### src/rtl/bkpt_pkg.sv
package bkpt_pkg;
  localparam int N_IBP  = 2;
  localparam int DCTL_W = 5;
  localparam int CAUSE_W = 3;

  localparam logic [2:0] OFF_IBP0 = 3'd0;
  localparam logic [2:0] OFF_DBP0 = 3'd2;
  localparam logic [2:0] OFF_DBP1 = 3'd3;
  localparam logic [2:0] OFF_DCTL = 3'd4;

  typedef enum logic [CAUSE_W-1:0] {
    CAUSE_NONE  = 3'd0,
    CAUSE_IBP   = 3'd1,
    CAUSE_DBP   = 3'd2,
    CAUSE_SWBP  = 3'd3,
    CAUSE_EXT   = 3'd4,
    CAUSE_VEC   = 3'd5,
    CAUSE_TRACE = 3'd6
  } cause_e;

  typedef enum logic [1:0] {
    DMODE_OFF   = 2'b00,
    DMODE_STORE = 2'b01,
    DMODE_ANY   = 2'b10,
    DMODE_LOAD  = 2'b11
  } dmode_e;

  typedef struct packed {
    logic   mask_en;
    dmode_e mode1;
    dmode_e mode0;
  } dctl_t;
endpackage

### src/rtl/bkpt_regs.sv
module bkpt_regs
  import bkpt_pkg::*;
#(
  parameter int ADDR_W = 32,
  parameter int REG_AW = 3
) (
  input  logic                             clk_i,
  input  logic                             rst_ni,
  input  logic                             we_i,
  input  logic [REG_AW-1:0]                addr_i,
  input  logic [ADDR_W-1:0]                wdata_i,
  output logic [N_IBP-1:0][ADDR_W-3:0]     ibp_addr_o,
  output logic [N_IBP-1:0]                 ibp_en_o,
  output logic [ADDR_W-1:0]                dbp0_o,
  output logic [ADDR_W-1:0]                dbp1_o,
  output dctl_t                            dctl_o
);
  for (genvar i = 0; i < N_IBP; i++) begin : g_ibp
    logic sel;
    assign sel = we_i && (addr_i == REG_AW'(OFF_IBP0 + 3'(i)));
    always_ff @(posedge clk_i or negedge rst_ni) begin
      if (!rst_ni) begin
        ibp_addr_o[i] <= '0;
        ibp_en_o[i]   <= 1'b0;
      end else if (sel) begin
        ibp_addr_o[i] <= wdata_i[ADDR_W-1:2];
        ibp_en_o[i]   <= wdata_i[0];
      end
    end
  end

  always_ff @(posedge clk_i or negedge rst_ni) begin
    if (!rst_ni) begin
      dbp0_o <= '0;
      dbp1_o <= '0;
      dctl_o <= '0;
    end else if (we_i) begin
      if (addr_i == REG_AW'(OFF_DBP0)) dbp0_o <= wdata_i;
      if (addr_i == REG_AW'(OFF_DBP1)) dbp1_o <= wdata_i;
      if (addr_i == REG_AW'(OFF_DCTL)) dctl_o <= dctl_t'(wdata_i[DCTL_W-1:0]);
    end
  end

  assert_dctl_write_R9: assert property (@(posedge clk_i) disable iff (!rst_ni)
    (we_i && addr_i == REG_AW'(OFF_DCTL)) |=> (dctl_o == $past(wdata_i[DCTL_W-1:0])));
  assert_dbp0_hold_R10: assert property (@(posedge clk_i) disable iff (!rst_ni)
    !(we_i && addr_i == REG_AW'(OFF_DBP0)) |=> $stable(dbp0_o));
endmodule

### src/rtl/bkpt_icmp.sv
module bkpt_icmp
  import bkpt_pkg::*;
#(
  parameter int ADDR_W = 32
) (
  input  logic                         clk_i,
  input  logic                         rst_ni,
  input  logic                         fetch_vld_i,
  input  logic [ADDR_W-3:0]            fetch_word_i,
  input  logic [N_IBP-1:0][ADDR_W-3:0] ibp_addr_i,
  input  logic [N_IBP-1:0]             ibp_en_i,
  output logic                         match_o
);
  logic [N_IBP-1:0] hit;

  for (genvar i = 0; i < N_IBP; i++) begin : g_cmp
    assign hit[i] = fetch_vld_i && ibp_en_i[i] && (fetch_word_i == ibp_addr_i[i]);

    assert_ibp_off_R3: assert property (@(posedge clk_i) disable iff (!rst_ni)
      !ibp_en_i[i] |-> !hit[i]);
  end

  assign match_o = |hit;

  assert_no_fetch_no_match_R2: assert property (@(posedge clk_i) disable iff (!rst_ni)
    !fetch_vld_i |-> !match_o);
endmodule

### src/rtl/bkpt_dcmp.sv
module bkpt_dcmp
  import bkpt_pkg::*;
#(
  parameter int ADDR_W = 32
) (
  input  logic              clk_i,
  input  logic              rst_ni,
  input  logic              vld_i,
  input  logic [ADDR_W-1:0] addr_i,
  input  logic              st_i,
  input  logic [ADDR_W-1:0] dbp0_i,
  input  logic [ADDR_W-1:0] dbp1_i,
  input  dctl_t             dctl_i,
  output logic              match_o
);
  function automatic logic kind_ok(dmode_e m, logic st);
    case (m)
      DMODE_STORE: kind_ok = st;
      DMODE_ANY:   kind_ok = 1'b1;
      DMODE_LOAD:  kind_ok = !st;
      default:     kind_ok = 1'b0;
    endcase
  endfunction

  logic [ADDR_W-1:0] care0;
  logic              m0, m1;

  // mask mode: ones in dbp1 are don't-care bits for comparator 0
  assign care0   = dctl_i.mask_en ? ~dbp1_i : '1;
  assign m0      = vld_i && kind_ok(dctl_i.mode0, st_i) && (((addr_i ^ dbp0_i) & care0) == '0);
  assign m1      = vld_i && !dctl_i.mask_en && kind_ok(dctl_i.mode1, st_i) && (addr_i == dbp1_i);
  assign match_o = m0 || m1;

  assert_both_off_R4: assert property (@(posedge clk_i) disable iff (!rst_ni)
    (dctl_i.mode0 == DMODE_OFF && dctl_i.mode1 == DMODE_OFF) |-> !match_o);
  assert_mask_silences_cmp1_R6: assert property (@(posedge clk_i) disable iff (!rst_ni)
    (dctl_i.mask_en && dctl_i.mode0 == DMODE_OFF) |-> !match_o);
  assert_store_only_R4: assert property (@(posedge clk_i) disable iff (!rst_ni)
    (vld_i && !st_i && dctl_i.mode0 == DMODE_STORE && dctl_i.mode1 == DMODE_STORE) |-> !match_o);
endmodule

### src/rtl/bkpt_arb.sv
module bkpt_arb
  import bkpt_pkg::*;
(
  input  logic   clk_i,
  input  logic   rst_ni,
  input  logic   ext_i,
  input  logic   ibp_i,
  input  logic   dbp_i,
  input  logic   vec_i,
  input  logic   trace_i,
  input  logic   sw_i,
  input  logic   exit_i,
  output logic   hit_o,
  output cause_e cause_o
);
  cause_e cause_d;
  logic   any_d, hit_d, in_dbg_q;

  always_comb begin
    cause_d = CAUSE_NONE;
    if      (ext_i)   cause_d = CAUSE_EXT;
    else if (ibp_i)   cause_d = CAUSE_IBP;
    else if (dbp_i)   cause_d = CAUSE_DBP;
    else if (vec_i)   cause_d = CAUSE_VEC;
    else if (trace_i) cause_d = CAUSE_TRACE;
    else if (sw_i)    cause_d = CAUSE_SWBP;
  end

  assign any_d = ext_i | ibp_i | dbp_i | vec_i | trace_i | sw_i;
  assign hit_d = any_d && !in_dbg_q;

  always_ff @(posedge clk_i or negedge rst_ni) begin
    if (!rst_ni) begin
      hit_o    <= 1'b0;
      cause_o  <= CAUSE_NONE;
      in_dbg_q <= 1'b0;
    end else begin
      hit_o   <= hit_d;
      cause_o <= hit_d ? cause_d : CAUSE_NONE;
      if (hit_d)       in_dbg_q <= 1'b1;
      else if (exit_i) in_dbg_q <= 1'b0;
    end
  end

  assert_hit_pulse_R8: assert property (@(posedge clk_i) disable iff (!rst_ni)
    hit_o |=> !hit_o);
  assert_blocked_in_dbg_R8: assert property (@(posedge clk_i) disable iff (!rst_ni)
    in_dbg_q |=> !hit_o);
  assert_ext_wins_R7: assert property (@(posedge clk_i) disable iff (!rst_ni)
    (ext_i && !in_dbg_q) |=> (hit_o && cause_o == CAUSE_EXT));
  assert_cause_with_hit_R1: assert property (@(posedge clk_i) disable iff (!rst_ni)
    (hit_o == (cause_o != CAUSE_NONE)));
endmodule

### src/rtl/bkpt_unit.sv
module bkpt_unit
  import bkpt_pkg::*;
#(
  parameter int ADDR_W = 32,
  parameter int REG_AW = 3
) (
  input  logic                clk_i,
  input  logic                rst_ni,
  input  logic                reg_we_i,
  input  logic [REG_AW-1:0]   reg_addr_i,
  input  logic [ADDR_W-1:0]   reg_wdata_i,
  input  logic                fetch_vld_i,
  input  logic [ADDR_W-1:0]   fetch_addr_i,
  input  logic                dacc_vld_i,
  input  logic [ADDR_W-1:0]   dacc_addr_i,
  input  logic                dacc_st_i,
  input  logic                swbp_i,
  input  logic                ext_dbg_i,
  input  logic                vec_trap_i,
  input  logic                trace_full_i,
  input  logic                dbg_exit_i,
  output logic                hit_o,
  output logic [CAUSE_W-1:0]  cause_o
);
  logic [N_IBP-1:0][ADDR_W-3:0] ibp_addr;
  logic [N_IBP-1:0]             ibp_en;
  logic [ADDR_W-1:0]            dbp0, dbp1;
  dctl_t                        dctl;
  logic                         imatch, dmatch;
  cause_e                       cause;

  bkpt_regs #(.ADDR_W(ADDR_W), .REG_AW(REG_AW)) u_regs (
    .clk_i, .rst_ni,
    .we_i(reg_we_i), .addr_i(reg_addr_i), .wdata_i(reg_wdata_i),
    .ibp_addr_o(ibp_addr), .ibp_en_o(ibp_en),
    .dbp0_o(dbp0), .dbp1_o(dbp1), .dctl_o(dctl)
  );

  bkpt_icmp #(.ADDR_W(ADDR_W)) u_icmp (
    .clk_i, .rst_ni,
    .fetch_vld_i, .fetch_word_i(fetch_addr_i[ADDR_W-1:2]),
    .ibp_addr_i(ibp_addr), .ibp_en_i(ibp_en),
    .match_o(imatch)
  );

  bkpt_dcmp #(.ADDR_W(ADDR_W)) u_dcmp (
    .clk_i, .rst_ni,
    .vld_i(dacc_vld_i), .addr_i(dacc_addr_i), .st_i(dacc_st_i),
    .dbp0_i(dbp0), .dbp1_i(dbp1), .dctl_i(dctl),
    .match_o(dmatch)
  );

  bkpt_arb u_arb (
    .clk_i, .rst_ni,
    .ext_i(ext_dbg_i), .ibp_i(imatch), .dbp_i(dmatch),
    .vec_i(vec_trap_i), .trace_i(trace_full_i), .sw_i(swbp_i),
    .exit_i(dbg_exit_i),
    .hit_o, .cause_o(cause)
  );

  assign cause_o = cause;

  assert_fetch_low_bits_R2: assert property (@(posedge clk_i) disable iff (!rst_ni)
    (fetch_vld_i && imatch) |-> (fetch_addr_i[1:0] == fetch_addr_i[1:0]) && ibp_en != '0);
endmodule

### config.mk
export PLATFORM = sky130hd
export DESIGN_NAME = bkpt_unit
export DESIGN_NICKNAME = d
export VERILOG_FILES = /design/src/rtl/bkpt_pkg.sv /design/src/rtl/bkpt_regs.sv /design/src/rtl/bkpt_icmp.sv /design/src/rtl/bkpt_dcmp.sv /design/src/rtl/bkpt_arb.sv /design/src/rtl/bkpt_unit.sv
export SDC_FILE = /design/constraint.sdc
export NUM_CORES = 1
export LEC_CHECK = 0
export BUFFER_PORTS_ARGS = -buffer_cell sky130_fd_sc_hd__clkbuf_2
export CORE_ASPECT_RATIO = 1.4
export CORE_MARGIN = 5
export CORE_UTILIZATION = 30
export DETAILED_ROUTE_END_ITERATION = 16
export GPL_TIMING_DRIVEN = 0
export PLACE_DENSITY_LB_ADDON = 0.3
export RECOVER_POWER = 50
export SLEW_MARGIN = 20
export SYNTH_ARGS = -nofsm -noshare
export SYNTH_HDL_FRONTEND = slang
export SYNTH_SLANG_ARGS = --single-unit
### constraint.sdc
create_clock -name clk_i -period 2.3 [get_ports clk_i]
set_clock_uncertainty 0.15 [all_clocks]
set_input_delay 0.115 -clock clk_i [delete_from_list [all_inputs] [get_ports clk_i]]
set_output_delay 0.115 -clock clk_i [all_outputs]
set_load 0.02 [all_outputs]
==> results of run 1 <==
[path summary, 6_finish.rpt]
| kind | start | end | slack (ns) | depth (start not counted) |
|---|---|---|---|---|
| worst max-delay path | u_regs.dbp0_o[28] | u_arb.in_dbg_q | 0.04 | 6 |
| max in group asynchronous | rst_ni | u_regs.ibp_addr_o[57] | 0.64 | 3 |
| min in group asynchronous | rst_ni | u_regs.dctl_o[0] | 0.31 | 2 |
| worst min register to register | u_regs.ibp_addr_o[34] | u_regs.ibp_addr_o[34] | 0.36 | 1 |
| worst min-delay path | reg_addr_i[2] | u_regs.ibp_addr_o[29] | 0.06 | 3 |
| worst max register to register | u_regs.dbp0_o[28] | u_arb.in_dbg_q | 0.04 | 6 |
[report_power, final]
part,internal [mW],leakage (nW),switching (mW)
clock network,1.66,0.293,1.01
logic,0.903,1.73,0.790
registers,2.91,1.63,0.406
[registers in the layout, summed over array words and instances, names as in the netlist]
name               flops
u_regs.ibp_addr_o     60
u_regs.dbp0_o         32
u_regs.dbp1_o         32
u_regs.dctl_o          5
u_arb.cause_o          3
u_regs.ibp_en_o        2
u_arb.hit_o            1
u_arb.in_dbg_q         1
[metal layers]
| metal | up-vias | share of wire | track usage |
|---|---|---|---|
| met3 | 40 | 0.051 | 0.0409 |
| met4 | 0 | 0.041 | 0.0768 |
| li1 | 2177 | - | - |
| met1 | 2367 | 0.39 | 0.188 |
| met5 | - | 0 | 0 |
| met2 | 134 | 0.52 | 0.286 |
[stage by stage]
step                hold slack, ns  power [mW]  instances   util
floorplan                   -0.331        4.32        509      -
global placement             0.141        4.93        917  0.347
detailed placement         -0.0708        5.00        918  0.349
CTS                         0.0420        7.76        988  0.393
global route                0.0732        8.05        988  0.394
finish                      0.0566        7.68        988  0.394
[kinds of logic after synthesis]
family                 count (synthesis)
XOR/XNOR                             124
flip-flops                           136
multiplexers                         131
AND/OR/NAND/NOR                       72
buffers and inverters                 15
AO/OA/AOI/OAI                         31
[layout by cell type, fill, tap and decap left out, types with 3 or more instances in the layout]
cell	synthesis	layout
clkbuf_8	0	3
buf_2	6	6
xor2_1	60	60
nand2_1	5	5
nand4_1	18	18
o22ai_1	15	14
clkinv_2	0	8
nor3_1	7	7
mux2_2	123	123
xnor2_1	64	61
clkbuf_1	7	14
dfrtp_1	136	136
nor4_1	21	18
nand3_1	4	4
nor4_2	1	4
mux2_1	8	8
nor2_1	6	6
xnor2_2	0	3
a21oi_1	6	6
clkbuf_2	0	106
dlygate4sd3_1	0	38
clkbuf_16	0	17
[area by class of cell]
type | count | share of cell area
Multi-Input combinational cell | 358 | 0.376
Timing Repair Buffer | 150 | 0.111
Sequential cell | 136 | 0.395
Inverter | 2 | 0.000872
Buffer | 13 | 0.00654
Clock buffer | 22 | 0.0551
Clock inverter | 10 | 0.0116
Tap cell | 297 | 0.0431
[repair_timing]
action / in CTS / in global routing
pin swaps: 0 / 0
hold buffers: 38 / 0
resized for setup: 3 / 4
endpoints found under the setup margin: 5 / 5
endpoints found under the hold margin: 272 / 0
[critical path, cell delays in order (launching register included)]
cell	delay, ns
dfrtp_1	0.39
xnor2_1	0.31
o22ai_1	0.23
nor4_1	0.38
nand2_1	0.14
or3_1	0.40
a32oi_1	0.18
==> summary.md, run 1 <==
| Metric | Value |
|---|---|
| Max Root-Sink Buffers | 2 |
| DRT iter0 DRCs | 230 |
| Asr flop ratio synth | 1.00 |
| Crit Path Class | reg2reg |
| Initial Util | 0.305 |
| Final min period | 2.26 ns |
| FMAX | 0.443 GHz |
| TritonRoute pass-1 iters | 4 |
| Synth top area share | 0.511 |
| MaxCap Viol Count | 0 |
| Mean cell area of the mapped netlist | 13.1 sq um |
| Vias per inst | 4.78 |
| Synth Area in XOR/XNOR | 0.163 |
| Final hold viol count | 0 |
| Share of cells above drive strength 1 | 0.398 |
| Final setup violation count | 0 |
| Synthesized Nets | 619 |
| Initial antenna violation count | 0 |
| Mapped Area | 6660 sq um |
| Number of global-route vias before repair | 5347 |
| DRC violations left | 0 |
| CTS Sinks | 136 |
| Die span in x | 136 um |
| Core Rows | 64 |
| Slew margin rel. | 0.215 |
| Status | finished clean |
| Routed via count | 4718 |
| Gr ovfl total | 0 |
| Leak | 3.66 nW |
| Routed len/inst | 20.7 um |
| Largest net degree at the start of global routing | 96 |
| Worst vdd ir | 0.000554 V |
| Final TNS setup | 0 ns |
| Synth cell types | 32 |
| Synth warn | 0 |
| Slew Limit Fails | 0 |
| Remaining antenna violation count | 0 |
| Global-route wire length before repair | 30.6 mm |
| Filler cells | 2140 |
| Most numerous cell in the Yosys netlist | dfrtp_1 |
| Largest family of logic cells by synthesized area | multiplexers |
| CP arrival | 2.45 ns |
| CTS tree | yes |
| Synth cell count leaders | dfrtp_1, mux2_2, xnor2_1 |
| Post-Synth Adder-Cell Area | 0 |
| Setup ws final | 0.0423 ns |
| Mux share of post-synthesis cell area | 0.221 |
| Die Y-Extent | 186 um |
| H-tree lvl count | 4 |
| Antenna cells | 0 |
| # nets final | 788 |
| Final Cell Area | 8610 sq um |
| Synthesized flop and latch total | 136 |
| Area of the die | 25300 sq um |
| Startpoint types | flip-flop |
| Hold crit path type | in2reg |
| Post-synth EDFFs | 0 |
| Area after DPL | 7620 sq um |
| Ys flop type | dfrtp_1 |
| Clock Tree Root | clkbuf_16 |
| Core box area | 21900 sq um |
| Post-CTS setup buffers | 0 |
| Crit-path max FO | 3 |
| I/O pins | 114 |
| Post-synthesis compound-gate area fraction | 0.0291 |
| Main area contributors after synthesis | dfrtp_1, mux2_2, xnor2_1 |
| Synth Area in Simple Gates | 0.0659 |
| Cells after Synth | 509 |
| PD cells | 892 nW/um^2 |
| Setup WS pre-CTS | -0.0975 ns |
| Port Buffers | 111 |
| HPWL Detailed | 16.4 mm |
| Final Wtd Congestion | 0.925 |
| Critical Path RT | 2.49 ns |
| Cell accounting for the most synthesized area | dfrtp_1 |
| Actual slew at the worst max-slew pin | 1.18 ns |
| Cts bufs inserted | 17 |
| Crit end category | flip-flop |
| Clock transition at path regs | 0.06 ns |
| Reg area | 3400 sq um |
| Total track usage | 0.165 |
| Period utilization | 0.982 |
| Worst skew pair latency | 0.42 ns |
| Footprint of the multi-input gates | 3240 sq um |
| Routed wire length | 20.5 mm |
| Area growth from synthesis to layout | 29.3% |
| Register area share after synthesis | 0.511 |
(Power assumes the default switching activity.)
==> run 2, diff against run 1 <==
--- a/config.mk
+++ b/config.mk
@@ -10,7 +10,7 @@
 export CORE_MARGIN = 5
 export CORE_UTILIZATION = 30
 export DETAILED_ROUTE_END_ITERATION = 16
-export GPL_TIMING_DRIVEN = 0
+export GPL_TIMING_DRIVEN = 1
 export PLACE_DENSITY_LB_ADDON = 0.3
 export RECOVER_POWER = 50
 export SLEW_MARGIN = 20
==> run 2 against run 1 <==
Hold slack improved by 0.036 ns; cell count decreased by 0.40%; sequential share of layout area shrank 0.32 points; sequential power barely moved; register-to-register slack better by 0.06 ns; via count shrank 1.4%; critical path depth unchanged; wire length decreased by 3.5%; non-clock buffer count shrank 4; power is 3.6% higher; clock-buffer cell count decreased by 1; critical endpoint unchanged.
==> summary.md, run 2 (synthesized netlist as in run 1, its figures left out) <==
| Metric | Value |
|---|---|
| Area of the die | 25300 sq um (unchanged) |
| Vias per inst | 4.73 (-0.98%) |
| # nets final | 784 (-0.51%) |
| Slew margin rel. | 0.0389 (-0.176) |
| Largest net degree at the start of global routing | 60 (-38%) |
| CP max stage delay | 0.39 ns (about the same) |
| Die Y-Extent | 186 um (unchanged) |
| DRC violations left | 0 (unchanged) |
| FMAX | 0.456 GHz (+2.9%) |
| MaxCap Viol Count | 0 (unchanged) |
| Core box area | 21900 sq um (unchanged) |
| Most frequent cells in the layout | dfrtp_1, mux2_2, clkbuf_2 |
| Final TNS setup | 0 ns (unchanged) |
| Critical Path RT | 2.48 ns (about the same) |
| PD cells | 917 nW/um^2 (+2.7%) |
| Die span in x | 136 um (unchanged) |
| Worst vdd ir | 0.000602 V (+8.6%) |
| CP arrival | 2.38 ns (-0.07 ns) |
| Routed via count | 4653 (-1.4%) |
| CTS tree | yes |
| Largest Register | u_regs.ibp_addr_o |
| Routed len/inst | 20.1 um (-3.1%) |
| Startpoint types | flip-flop |
| Top delay family on crit path | simple AND/OR/NAND/NOR gates |
| Clock Tree Root | clkbuf_16 |
| HPWL Detailed | 15.6 mm (-5.2%) |
| Crit-path max FO | 3 (unchanged) |
| Largest regs | u_regs.ibp_addr_o x60, u_regs.dbp0_o x32, u_regs.dbp1_o x32 |
| Share of cells above drive strength 1 | 0.403 (+0.00523) |
| Slowest cell on the critical path | dfrtp_1 |
| Routed wire length | 19.8 mm (-3.5%) |
| Most common cell after layout, fill and taps aside | dfrtp_1 |
| Post-CTS setup buffers | 0 (unchanged) |
| Status | finished clean |
| RSZ-0062 raised after global routing | no |
| Number of global-route vias before repair | 5247 (-1.9%) |
| Final Wtd Congestion | 0.938 (+1.4%) |
| Gr ovfl total | 0 (unchanged) |
| Actual slew at the worst max-slew pin | 1.44 ns (+0.263 ns) |
| Max Root-Sink Buffers | 2 (unchanged) |
| Leak | 3.69 nW (+0.77%) |
| DRT iter0 DRCs | 167 (-27%) |
| Remaining antenna violation count | 0 (unchanged) |
| CTS Sinks | 136 (unchanged) |
| Crit end category | flip-flop |
| Final min period | 2.19 ns (-0.0632 ns) |
| Core Rows | 64 (unchanged) |
| Crit Path Class | reg2reg |
| Final hold viol count | 0 (unchanged) |
| Period utilization | 0.954 (-0.0275) |
| Hold crit path type | in2reg |
| Clock transition at path regs | 0.06 ns (about the same) |
| Global-route wire length before repair | 30.0 mm (-2.1%) |
| Antenna cells | 0 (unchanged) |
| Slew Limit Fails | 0 (unchanged) |
| Total power draw | 7.96 mW (+3.6%) |
| Total track usage | 0.159 (-0.00558) |
| Max reg flops | 60 (unchanged) |
| Final setup violation count | 0 (unchanged) |
| Area growth from synthesis to layout | 30.3% |
| Crit-path cells | xnor2_1 > o22ai_1 > nor4_1 > nand4_1 > or3_1 > a32oi_1 |
| Initial Util | 0.305 (unchanged) |
| Worst skew pair latency | 0.42 ns (about the same) |
| Port Buffers | 111 (unchanged) |
| I/O pins | 114 (unchanged) |
| Initial antenna violation count | 0 (unchanged) |
| TritonRoute pass-1 iters | 4 (unchanged) |
| Cts bufs inserted | 17 (unchanged) |
| Worst path bufs/invs | 0 (unchanged) |
| H-tree lvl count | 4 (unchanged) |
[run 2: area by class of cell]
| type | instances | area (sq um) |
|---|---|---|
| Clock buffer | 21 | 480 |
| Sequential cell | 136 | 3400 |
| Inverter | 2 | 7.51 |
| Clock inverter | 11 | 168 |
| Multi-Input combinational cell | 358 | 3240 |
| Timing Repair Buffer | 159 | 1010 |
| Tap cell | 297 | 372 |
| Fill cell | 2080 | 13200 |
[run 2: path summary, 6_finish.rpt]
kind	startpoint	end	slack [ns]	cells past startpoint
min	reg_addr_i[1]	u_regs.dctl_o[3]	0.09	3
max	u_regs.dbp0_o[21]	u_arb.in_dbg_q	0.11	6
min reg2reg	u_regs.ibp_addr_o[3]	u_regs.ibp_addr_o[3]	0.36	1
max in group asynchronous	rst_ni	u_regs.dbp0_o[6]	0.49	3
min in group asynchronous	rst_ni	u_regs.dctl_o[1]	0.43	2
max reg2reg	u_regs.dbp0_o[21]	u_arb.in_dbg_q	0.11	6
[run 2: tightest hold or removal path, stage by stage]
cell and delay [ns]:
clkbuf_2 0.14, nor3_1 0.13, mux2_2 0.24
[run 2: report_power, final]
group	switching, mW	total (mW)	leakage (nW)	internal (mW)
Sequential	0.401	3.31	1.63	2.91
Clock	1.05	2.97	0.315	1.93
Combinational	0.765	1.67	1.74	0.906
[run 2: metrics by stage]
step / utilization / setup slack, ns / instances / hold WS, ns / instance area, sq um
5_1_grt: 0.397 / 0.00516 / 984 / 0.108 / 8680
4_1_cts: 0.397 / 0.0808 / 983 / 0.000669 / 8670
6_report: 0.397 / 0.106 / 984 / 0.0926 / 8680
2_1_floorplan: - / 0.491 / 509 / -0.331 / 6660
3_5_place_dp: 0.349 / 0.0997 / 913 / -0.0369 / 7640
3_3_place_gp: 0.349 / 0.134 / 913 / -0.0447 / 7640
[run 2: repair_timing]
action / 4_1_cts / 5_1_grt
hold endpoints to repair: 243 / 2
setup endpoints to repair: 0 / 1
gates resized for setup: 0 / 3
hold buffers: 38 / 1
[run 2: layer usage]
metal,share of wire,routed length (um),GRT usage
met3,0.047,927,0.0348
met5,0,0,0
met4,0.030,587,0.0586
met2,0.52,10400,0.280
met1,0.40,7900,0.188
